<file path="src/rtl/dtc_pkg.sv">
package dtc_pkg;
    localparam int NUM_CH    = 6;
    localparam int CH_W      = $clog2(NUM_CH);
    localparam int DATA_W    = 32;
    localparam int ADDR_W    = 5;
    localparam int CTRL_KEEP = 30;
    localparam int EXT_KEEP  = 16;
    localparam int TRIG_W    = 2 * NUM_CH;
    localparam int TRIG_ADDR = 0;
    localparam int CTRL_BASE = 8;
    localparam int EXT_BASE  = 16;

    // Trigger word: restart requests above start requests.
    typedef struct packed {
        logic [NUM_CH-1:0] restart;
        logic [NUM_CH-1:0] start;
    } trig_word_t;

    typedef struct packed {
        logic [CTRL_KEEP-3:0] spare;
        logic                 pause;
        logic                 enable;
    } chan_ctrl_t;

    function automatic logic [ADDR_W-1:0] ctrl_addr(input int c);
        return ADDR_W'(CTRL_BASE + c);
    endfunction

    function automatic logic [ADDR_W-1:0] ext_addr(input int c);
        return ADDR_W'(EXT_BASE + c);
    endfunction
endpackage

</file>
<file path="src/rtl/dtc_trig_reg.sv">
module dtc_trig_reg
    import dtc_pkg::*;
(
    input  logic              clk,
    input  logic              rst,
    input  logic              glob_wr,
    input  logic [TRIG_W-1:0] glob_data,
    input  logic [NUM_CH-1:0] ctrl_wr,
    input  logic [NUM_CH-1:0] consume,
    output trig_word_t        trig_q
);
    trig_word_t set_w;
    trig_word_t trig_d;

    always_comb begin
        set_w          = glob_wr ? trig_word_t'(glob_data) : '0;
        trig_d.start   = (trig_q.start & ~ctrl_wr) | set_w.start;
        trig_d.restart = (trig_q.restart & ~consume) | set_w.restart;
    end

    always_ff @(posedge clk) begin
        if (rst) trig_q <= '0;
        else     trig_q <= trig_d;
    end

    for (genvar i = 0; i < NUM_CH; i++) begin : g_chk
        assert_start_sticky_R2: assert property (@(posedge clk) disable iff (rst)
            trig_q.start[i] && !ctrl_wr[i] |=> trig_q.start[i]);
        assert_ctrl_cancels_R3: assert property (@(posedge clk) disable iff (rst)
            ctrl_wr[i] && !(glob_wr && glob_data[i]) |=> !trig_q.start[i]);
        assert_restart_consumed_R7: assert property (@(posedge clk) disable iff (rst)
            consume[i] && !(glob_wr && glob_data[NUM_CH+i]) |=> !trig_q.restart[i]);
        assert_restart_set_wins_R10: assert property (@(posedge clk) disable iff (rst)
            glob_wr && glob_data[NUM_CH+i] |=> trig_q.restart[i]);
    end
endmodule

</file>
<file path="src/rtl/dtc_chan_ctrl.sv">
module dtc_chan_ctrl
    import dtc_pkg::*;
(
    input  logic                 clk,
    input  logic                 rst,
    input  logic                 ctrl_wr,
    input  logic                 ext_wr,
    input  logic [CTRL_KEEP-1:0] ctrl_data,
    input  logic [EXT_KEEP-1:0]  ext_data,
    input  logic                 consume,
    input  logic                 finish_set,
    output chan_ctrl_t           ctrl_q,
    output logic [EXT_KEEP-1:0]  ext_q,
    output logic                 finished_q
);
    always_ff @(posedge clk) begin
        if (rst) begin
            ctrl_q     <= '0;
            ext_q      <= '0;
            finished_q <= 1'b1;
        end else begin
            if (ctrl_wr) ctrl_q <= chan_ctrl_t'(ctrl_data);
            if (ext_wr)  ext_q  <= ext_data;
            // completion or error set has priority over the acknowledge clear
            if (finish_set)   finished_q <= 1'b1;
            else if (consume) finished_q <= 1'b0;
        end
    end

    assert_finish_sets_R8: assert property (@(posedge clk) disable iff (rst)
        finish_set |=> finished_q);
    assert_ack_clears_R7: assert property (@(posedge clk) disable iff (rst)
        consume && !finish_set |=> !finished_q);
    assert_flag_holds_R8: assert property (@(posedge clk) disable iff (rst)
        !consume && !finish_set |=> finished_q == $past(finished_q));
endmodule

</file>
<file path="src/rtl/dtc_prio_arb.sv">
module dtc_prio_arb
    import dtc_pkg::*;
(
    input  logic [NUM_CH-1:0] eligible,
    output logic              grant_valid,
    output logic [CH_W-1:0]   grant_idx
);
    always_comb begin
        grant_idx = '0;
        for (int i = NUM_CH - 1; i >= 0; i--) begin
            if (eligible[i]) grant_idx = CH_W'(i);
        end
        grant_valid = |eligible;
    end
endmodule

</file>
<file path="src/rtl/dtc_top.sv">
module dtc_top
    import dtc_pkg::*;
(
    input  logic              clk,
    input  logic              rst,
    input  logic              wr_en,
    input  logic [ADDR_W-1:0] wr_addr,
    input  logic [DATA_W-1:0] wr_data,
    input  logic [ADDR_W-1:0] rd_addr,
    output logic [DATA_W-1:0] rd_data,
    output logic              req_valid,
    output logic [CH_W-1:0]   req_ch,
    output logic              req_use_start,
    output logic [EXT_KEEP-1:0] req_start_ext,
    input  logic              req_ack,
    input  logic              done_valid,
    input  logic [CH_W-1:0]   done_ch,
    input  logic              done_final,
    input  logic              err_valid,
    input  logic [CH_W-1:0]   err_ch
);
    trig_word_t          trig_q;
    chan_ctrl_t          ctrl_q   [NUM_CH];
    logic [EXT_KEEP-1:0] ext_q    [NUM_CH];
    logic [NUM_CH-1:0]   finished_q;
    logic [NUM_CH-1:0]   ctrl_wr, ext_wr, consume, finish_set, eligible;
    logic                glob_wr;
    logic                unused_hi_bits;

    assign unused_hi_bits = ^wr_data[DATA_W-1:CTRL_KEEP];
    assign glob_wr        = wr_en && (wr_addr == ADDR_W'(TRIG_ADDR));

    for (genvar c = 0; c < NUM_CH; c++) begin : g_ch
        assign ctrl_wr[c]    = wr_en && (wr_addr == ctrl_addr(c));
        assign ext_wr[c]     = wr_en && (wr_addr == ext_addr(c));
        assign consume[c]    = req_ack && req_valid && (req_ch == CH_W'(c));
        assign finish_set[c] = (done_valid && done_final && (done_ch == CH_W'(c)))
                             || (err_valid && (err_ch == CH_W'(c)));
        assign eligible[c]   = trig_q.start[c] && ctrl_q[c].enable && !ctrl_q[c].pause;

        dtc_chan_ctrl u_chan (
            .clk        (clk),
            .rst        (rst),
            .ctrl_wr    (ctrl_wr[c]),
            .ext_wr     (ext_wr[c]),
            .ctrl_data  (wr_data[CTRL_KEEP-1:0]),
            .ext_data   (wr_data[EXT_KEEP-1:0]),
            .consume    (consume[c]),
            .finish_set (finish_set[c]),
            .ctrl_q     (ctrl_q[c]),
            .ext_q      (ext_q[c]),
            .finished_q (finished_q[c])
        );

        assert_lowest_wins_R5: assert property (@(posedge clk) disable iff (rst)
            eligible[c] |-> req_valid && (req_ch <= CH_W'(c)));
    end

    dtc_trig_reg u_trig (
        .clk       (clk),
        .rst       (rst),
        .glob_wr   (glob_wr),
        .glob_data (wr_data[TRIG_W-1:0]),
        .ctrl_wr   (ctrl_wr),
        .consume   (consume),
        .trig_q    (trig_q)
    );

    dtc_prio_arb u_arb (
        .eligible    (eligible),
        .grant_valid (req_valid),
        .grant_idx   (req_ch)
    );

    assign req_use_start = req_valid && (finished_q[req_ch] || trig_q.restart[req_ch]);
    assign req_start_ext = ext_q[req_ch];

    always_comb begin
        rd_data = '0;
        for (int c = 0; c < NUM_CH; c++) begin
            if (rd_addr == ctrl_addr(c)) rd_data = DATA_W'(ctrl_q[c]);
            if (rd_addr == ext_addr(c))  rd_data = DATA_W'(ext_q[c]);
        end
    end

    assert_grant_gated_R4: assert property (@(posedge clk) disable iff (rst)
        req_valid |-> trig_q.start[req_ch] && ctrl_q[req_ch].enable && !ctrl_q[req_ch].pause);
    assert_idle_no_start_R6: assert property (@(posedge clk) disable iff (rst)
        !req_valid |-> !req_use_start);
    assert_ack_keeps_start_R7: assert property (@(posedge clk) disable iff (rst)
        consume[req_ch] && !ctrl_wr[req_ch] |=> trig_q.start[$past(req_ch)]);
endmodule

</file>
<file path="config.mk">
export PLATFORM = sky130hd
export DESIGN_NAME = dtc_top
export DESIGN_NICKNAME = d
export VERILOG_FILES = /design/src/rtl/dtc_pkg.sv /design/src/rtl/dtc_trig_reg.sv /design/src/rtl/dtc_chan_ctrl.sv /design/src/rtl/dtc_prio_arb.sv /design/src/rtl/dtc_top.sv
export SDC_FILE = /design/constraint.sdc
export NUM_CORES = 1
export LEC_CHECK = 0
export BUFFER_PORTS_ARGS = -buffer_cell sky130_fd_sc_hd__buf_2
export CAP_MARGIN = 5
export CORE_MARGIN = 3
export CORE_UTILIZATION = 55
export CTS_CLUSTER_SIZE = 20
export DETAILED_ROUTE_END_ITERATION = 8
export PLACE_DENSITY_LB_ADDON = 0.25
export SYNTH_ARGS = -nofsm -noshare
export SYNTH_HDL_FRONTEND = slang
export SYNTH_SLANG_ARGS = --single-unit
</file>
<file path="constraint.sdc">
create_clock -name clk -period 2.16 [get_ports clk]
set_input_delay 0 -clock clk [delete_from_list [all_inputs] [get_ports clk]]
set_output_delay 0 -clock clk [all_outputs]
set_load 0.03 [all_outputs]
</file>
==> reports/results.tsv <==
metric	value	unit
result of the run	finished with violations	
violated checks	negative setup slack	
final clock skew	11.1	ps
DIE AREA	27300	sq um
cell type contributing the most total cell area after synthesis	sky130_fd_sc_hd__dfxtp_1	
final design utilization	70.5	%
final hold vios	0	
category of the worst setup path capture point	output port	
number of antenna repair diodes	0	
total via count after detailed routing	15000	
Slew @ Worst Pin	650	ps
global placer's final weighted congestion	0.974	
Unique masters post-synth	67	
number of ports placed on the die boundary	108	
IO buf count	103	
share of layout cells above drive strength 1	20.3	%
type of origin of the critical path	flop	
clock tree from TritonCTS	done	
number of detailed-routing iterations run before antenna repair	6	
antenna violations before repair	1	
leading cell types by total area after synthesis	sky130_fd_sc_hd__dfxtp_1 42%, sky130_fd_sc_hd__nand2_1 13%, sky130_fd_sc_hd__a21oi_1 10%	
worst hold slack across all endpoints	19.6	ps
fin crit period	2510	ps
Initial DRC Count	2035	
async set-reset flop share out of synthesis	0	%
total number of nets in the final design	2015	
critical-path maximum fanout	26	
type of the worst min-delay path	in2reg	
average wire length per cell after detail routing	22.5	um
Longest Clk Path Bufs	3	
required time at the endpoint of the critical path	2160	ps
Post-synth top cells	489 x sky130_fd_sc_hd__nand2_1, 294 x sky130_fd_sc_hd__dfxtp_1, 288 x sky130_fd_sc_hd__a21oi_1	
pin count of the biggest net entering global routing	91	
minimum setup slack in the final design	-352	ps
post-synthesis cell count	1833	
final total power	11800	uW
signed area change from the synthesized netlist to the final layout	24.6	%
Final period util	116	%
setup slack, reg-to-reg	100	ps
proportion of synthesized chip area in sequential cells	42.3	%
Max Fclk	0.398	GHz
global-route wire length before repair	78700	um
DIE HEIGHT	165	um
via count of the first global-routing pass	13900	
clock-pin slew on the worst setup and hold paths	60	ps
endpoint of the worst-slack reg-to-reg timing path	g_ch[2].u_chan.finished_q	
Post-synth EDFFs	0	
Slew Viols, Final	0	
TritonCTS Sinks	294	
residual antenna-violating net count after detailed routing	0	
arrival time at the worst endpoint	2510	ps
most frequent cell after synthesis	sky130_fd_sc_hd__nand2_1	
worst slack at placement	61.1	ps
worst flop-to-flop path startpoint	g_ch[1].u_chan.ctrl_q[1]	
max-cap violation count	0	
Slew headroom	56.6	%
insertion delay of the later-clocked pin in the worst-skew pair	570	ps
VDD IR-drop max	0.709	mV
total number of H-tree levels	1	
total power divided by cell area	683	nW/um^2
sum of negative setup slack	-5160	ps
gr ovfl total	0	
number of clock buffers inserted by TritonCTS	31	
half-perimeter wire length after placement	32400	um
RSZ-0062 raised after global routing	yes	
Setup Crit Path Kind	reg2out	
cell at the root of the clock tree	sky130_fd_sc_hd__clkbuf_16	
area share of the leading cell type in the synthesized netlist	42.3	%
end point of the most critical hold path	g_ch[0].u_chan.ctrl_q[20]	
total number of placement rows	57	
count of endpoints failing setup in the final report	18	
Synth Area per Inst	7.59	sq um
total core area	24600	sq um
Initial Utilization	56.6	%
DRC viols	0	
predominant post-synthesis flop cell	sky130_fd_sc_hd__dfxtp_1	
leakage power summed over all cells	0.00621	uW
total routed wirelength	52000	um
GRT Util Overall	36.7	%
Die Span X	165	um
average vias per placed instance	6.49	
number of synthesis warnings	0	
startpoint of the worst hold path	wr_addr[0]	
flops & latches, synth	294	
netlist area before placement	13900	sq um
hold path cells	5	
R2R cell count	6	
[cells by family (layout without fill, tap and decap cells)]
group / count (synthesis) / after routing / synth area share (%)
other: 1 / 2 / 0.0269
AO/OA/AOI/OAI: 536 / 536 / 23.9
buffers and inverters: 172 / 320 / 5.17
AND/OR/NAND/NOR: 768 / 768 / 23.9
multiplexers: 62 / 62 / 4.73
flip-flops: 294 / 294 / 42.3
[placed cells by master, fill, tap and decap left out, types with 28 or more instances in the layout]
cell type                       instances
sky130_fd_sc_hd__nand2_1              485
sky130_fd_sc_hd__a21oi_1              285
sky130_fd_sc_hd__dfxtp_1              278
sky130_fd_sc_hd__buf_4                107
sky130_fd_sc_hd__nor2_1                93
sky130_fd_sc_hd__nand3_1               86
sky130_fd_sc_hd__buf_2                 79
sky130_fd_sc_hd__a22oi_1               62
sky130_fd_sc_hd__dlygate4sd3_1         50
sky130_fd_sc_hd__o21ai_0               32
sky130_fd_sc_hd__mux2i_1               32
sky130_fd_sc_hd__clkbuf_16             32
sky130_fd_sc_hd__o22ai_1               28
[metrics by stage]
stage	area (sq um)	instances
after floorplan	13900	1834
after global placement	14900	2179
after detailed placement	14900	2179
after CTS	17000	2298
after global routing	17300	2306
final	17300	2306
[flip-flops by register name, summed over array words and instances, names as in the netlist]
| signal | cells |
|---|---|
| g_ch.u_chan.ctrl_q | 180 |
| u_trig.trig_q | 12 |
| g_ch.u_chan.finished_q | 6 |
| g_ch.u_chan.ext_q | 96 |
[power breakdown]
group | switching [uW] | leakage (uW) | internal, uW
clock | 2200 | 0.000505 | 3240
sequential | 31.5 | 0.00238 | 5460
combinational | 619 | 0.00333 | 300
total | 2850 | 0.00621 | 9000
[repair_timing]
item | in CTS | in global routing
pin swaps | 25 | 32
setup buffers | 14 | 8
cloned | 0 | 1
hold buffers | 50 | 0
gates resized for setup | 99 | 66
hold endpoints to repair | 294 | 0
setup endpoints to repair | 22 | 32
[worst max-delay path by stage]
stage                                  start  depth (start not counted)  slack, ps           endpoint
detailed placement  g_ch[2].u_chan.ctrl_q[1]                          7         60   req_start_ext[6]
CTS                 g_ch[3].u_chan.ctrl_q[1]                          8       -330   req_start_ext[6]
global placement    g_ch[2].u_chan.ctrl_q[1]                          7        100   req_start_ext[6]
floorplan           g_ch[5].u_chan.ctrl_q[1]                          7        150      req_use_start
finish              g_ch[2].u_chan.ctrl_q[1]                          8       -350   req_start_ext[0]
global route        g_ch[3].u_chan.ctrl_q[1]                          7       -330  req_start_ext[12]
[layer usage]
| metal | vias up | GRT usage [%] | routed length (um) |
|---|---|---|---|
| li1 | 6692 | - | - |
| met1 | 7040 | 47.9 | 19700 |
| met2 | 1017 | 56.5 | 23300 |
| met3 | 209 | 10.3 | 6530 |
| met4 | 2 | 16.7 | 2440 |
| met5 | - | 0 | 13 |
[critical path: stages, from the launching register on]
cell and delay, ps:
sky130_fd_sc_hd__dfxtp_2 330, sky130_fd_sc_hd__nand3b_1 260, sky130_fd_sc_hd__buf_6 170, sky130_fd_sc_hd__nand2_2 70, sky130_fd_sc_hd__o31ai_4 260, sky130_fd_sc_hd__buf_12 260, sky130_fd_sc_hd__a221oi_1 110, sky130_fd_sc_hd__nor2_1 240
sky130_fd_sc_hd__buf_4 210
[cell type report]
cell class	count	area (sq um)
timing repair buffer	260	2080
clock inverter	12	166
tap	324	405
multi-input combinational	1368	7900
clock buffer	43	861
sequential	294	5910
inverter	5	26.3
fill	1929	7260
Power figures use the tool's default switching activity.
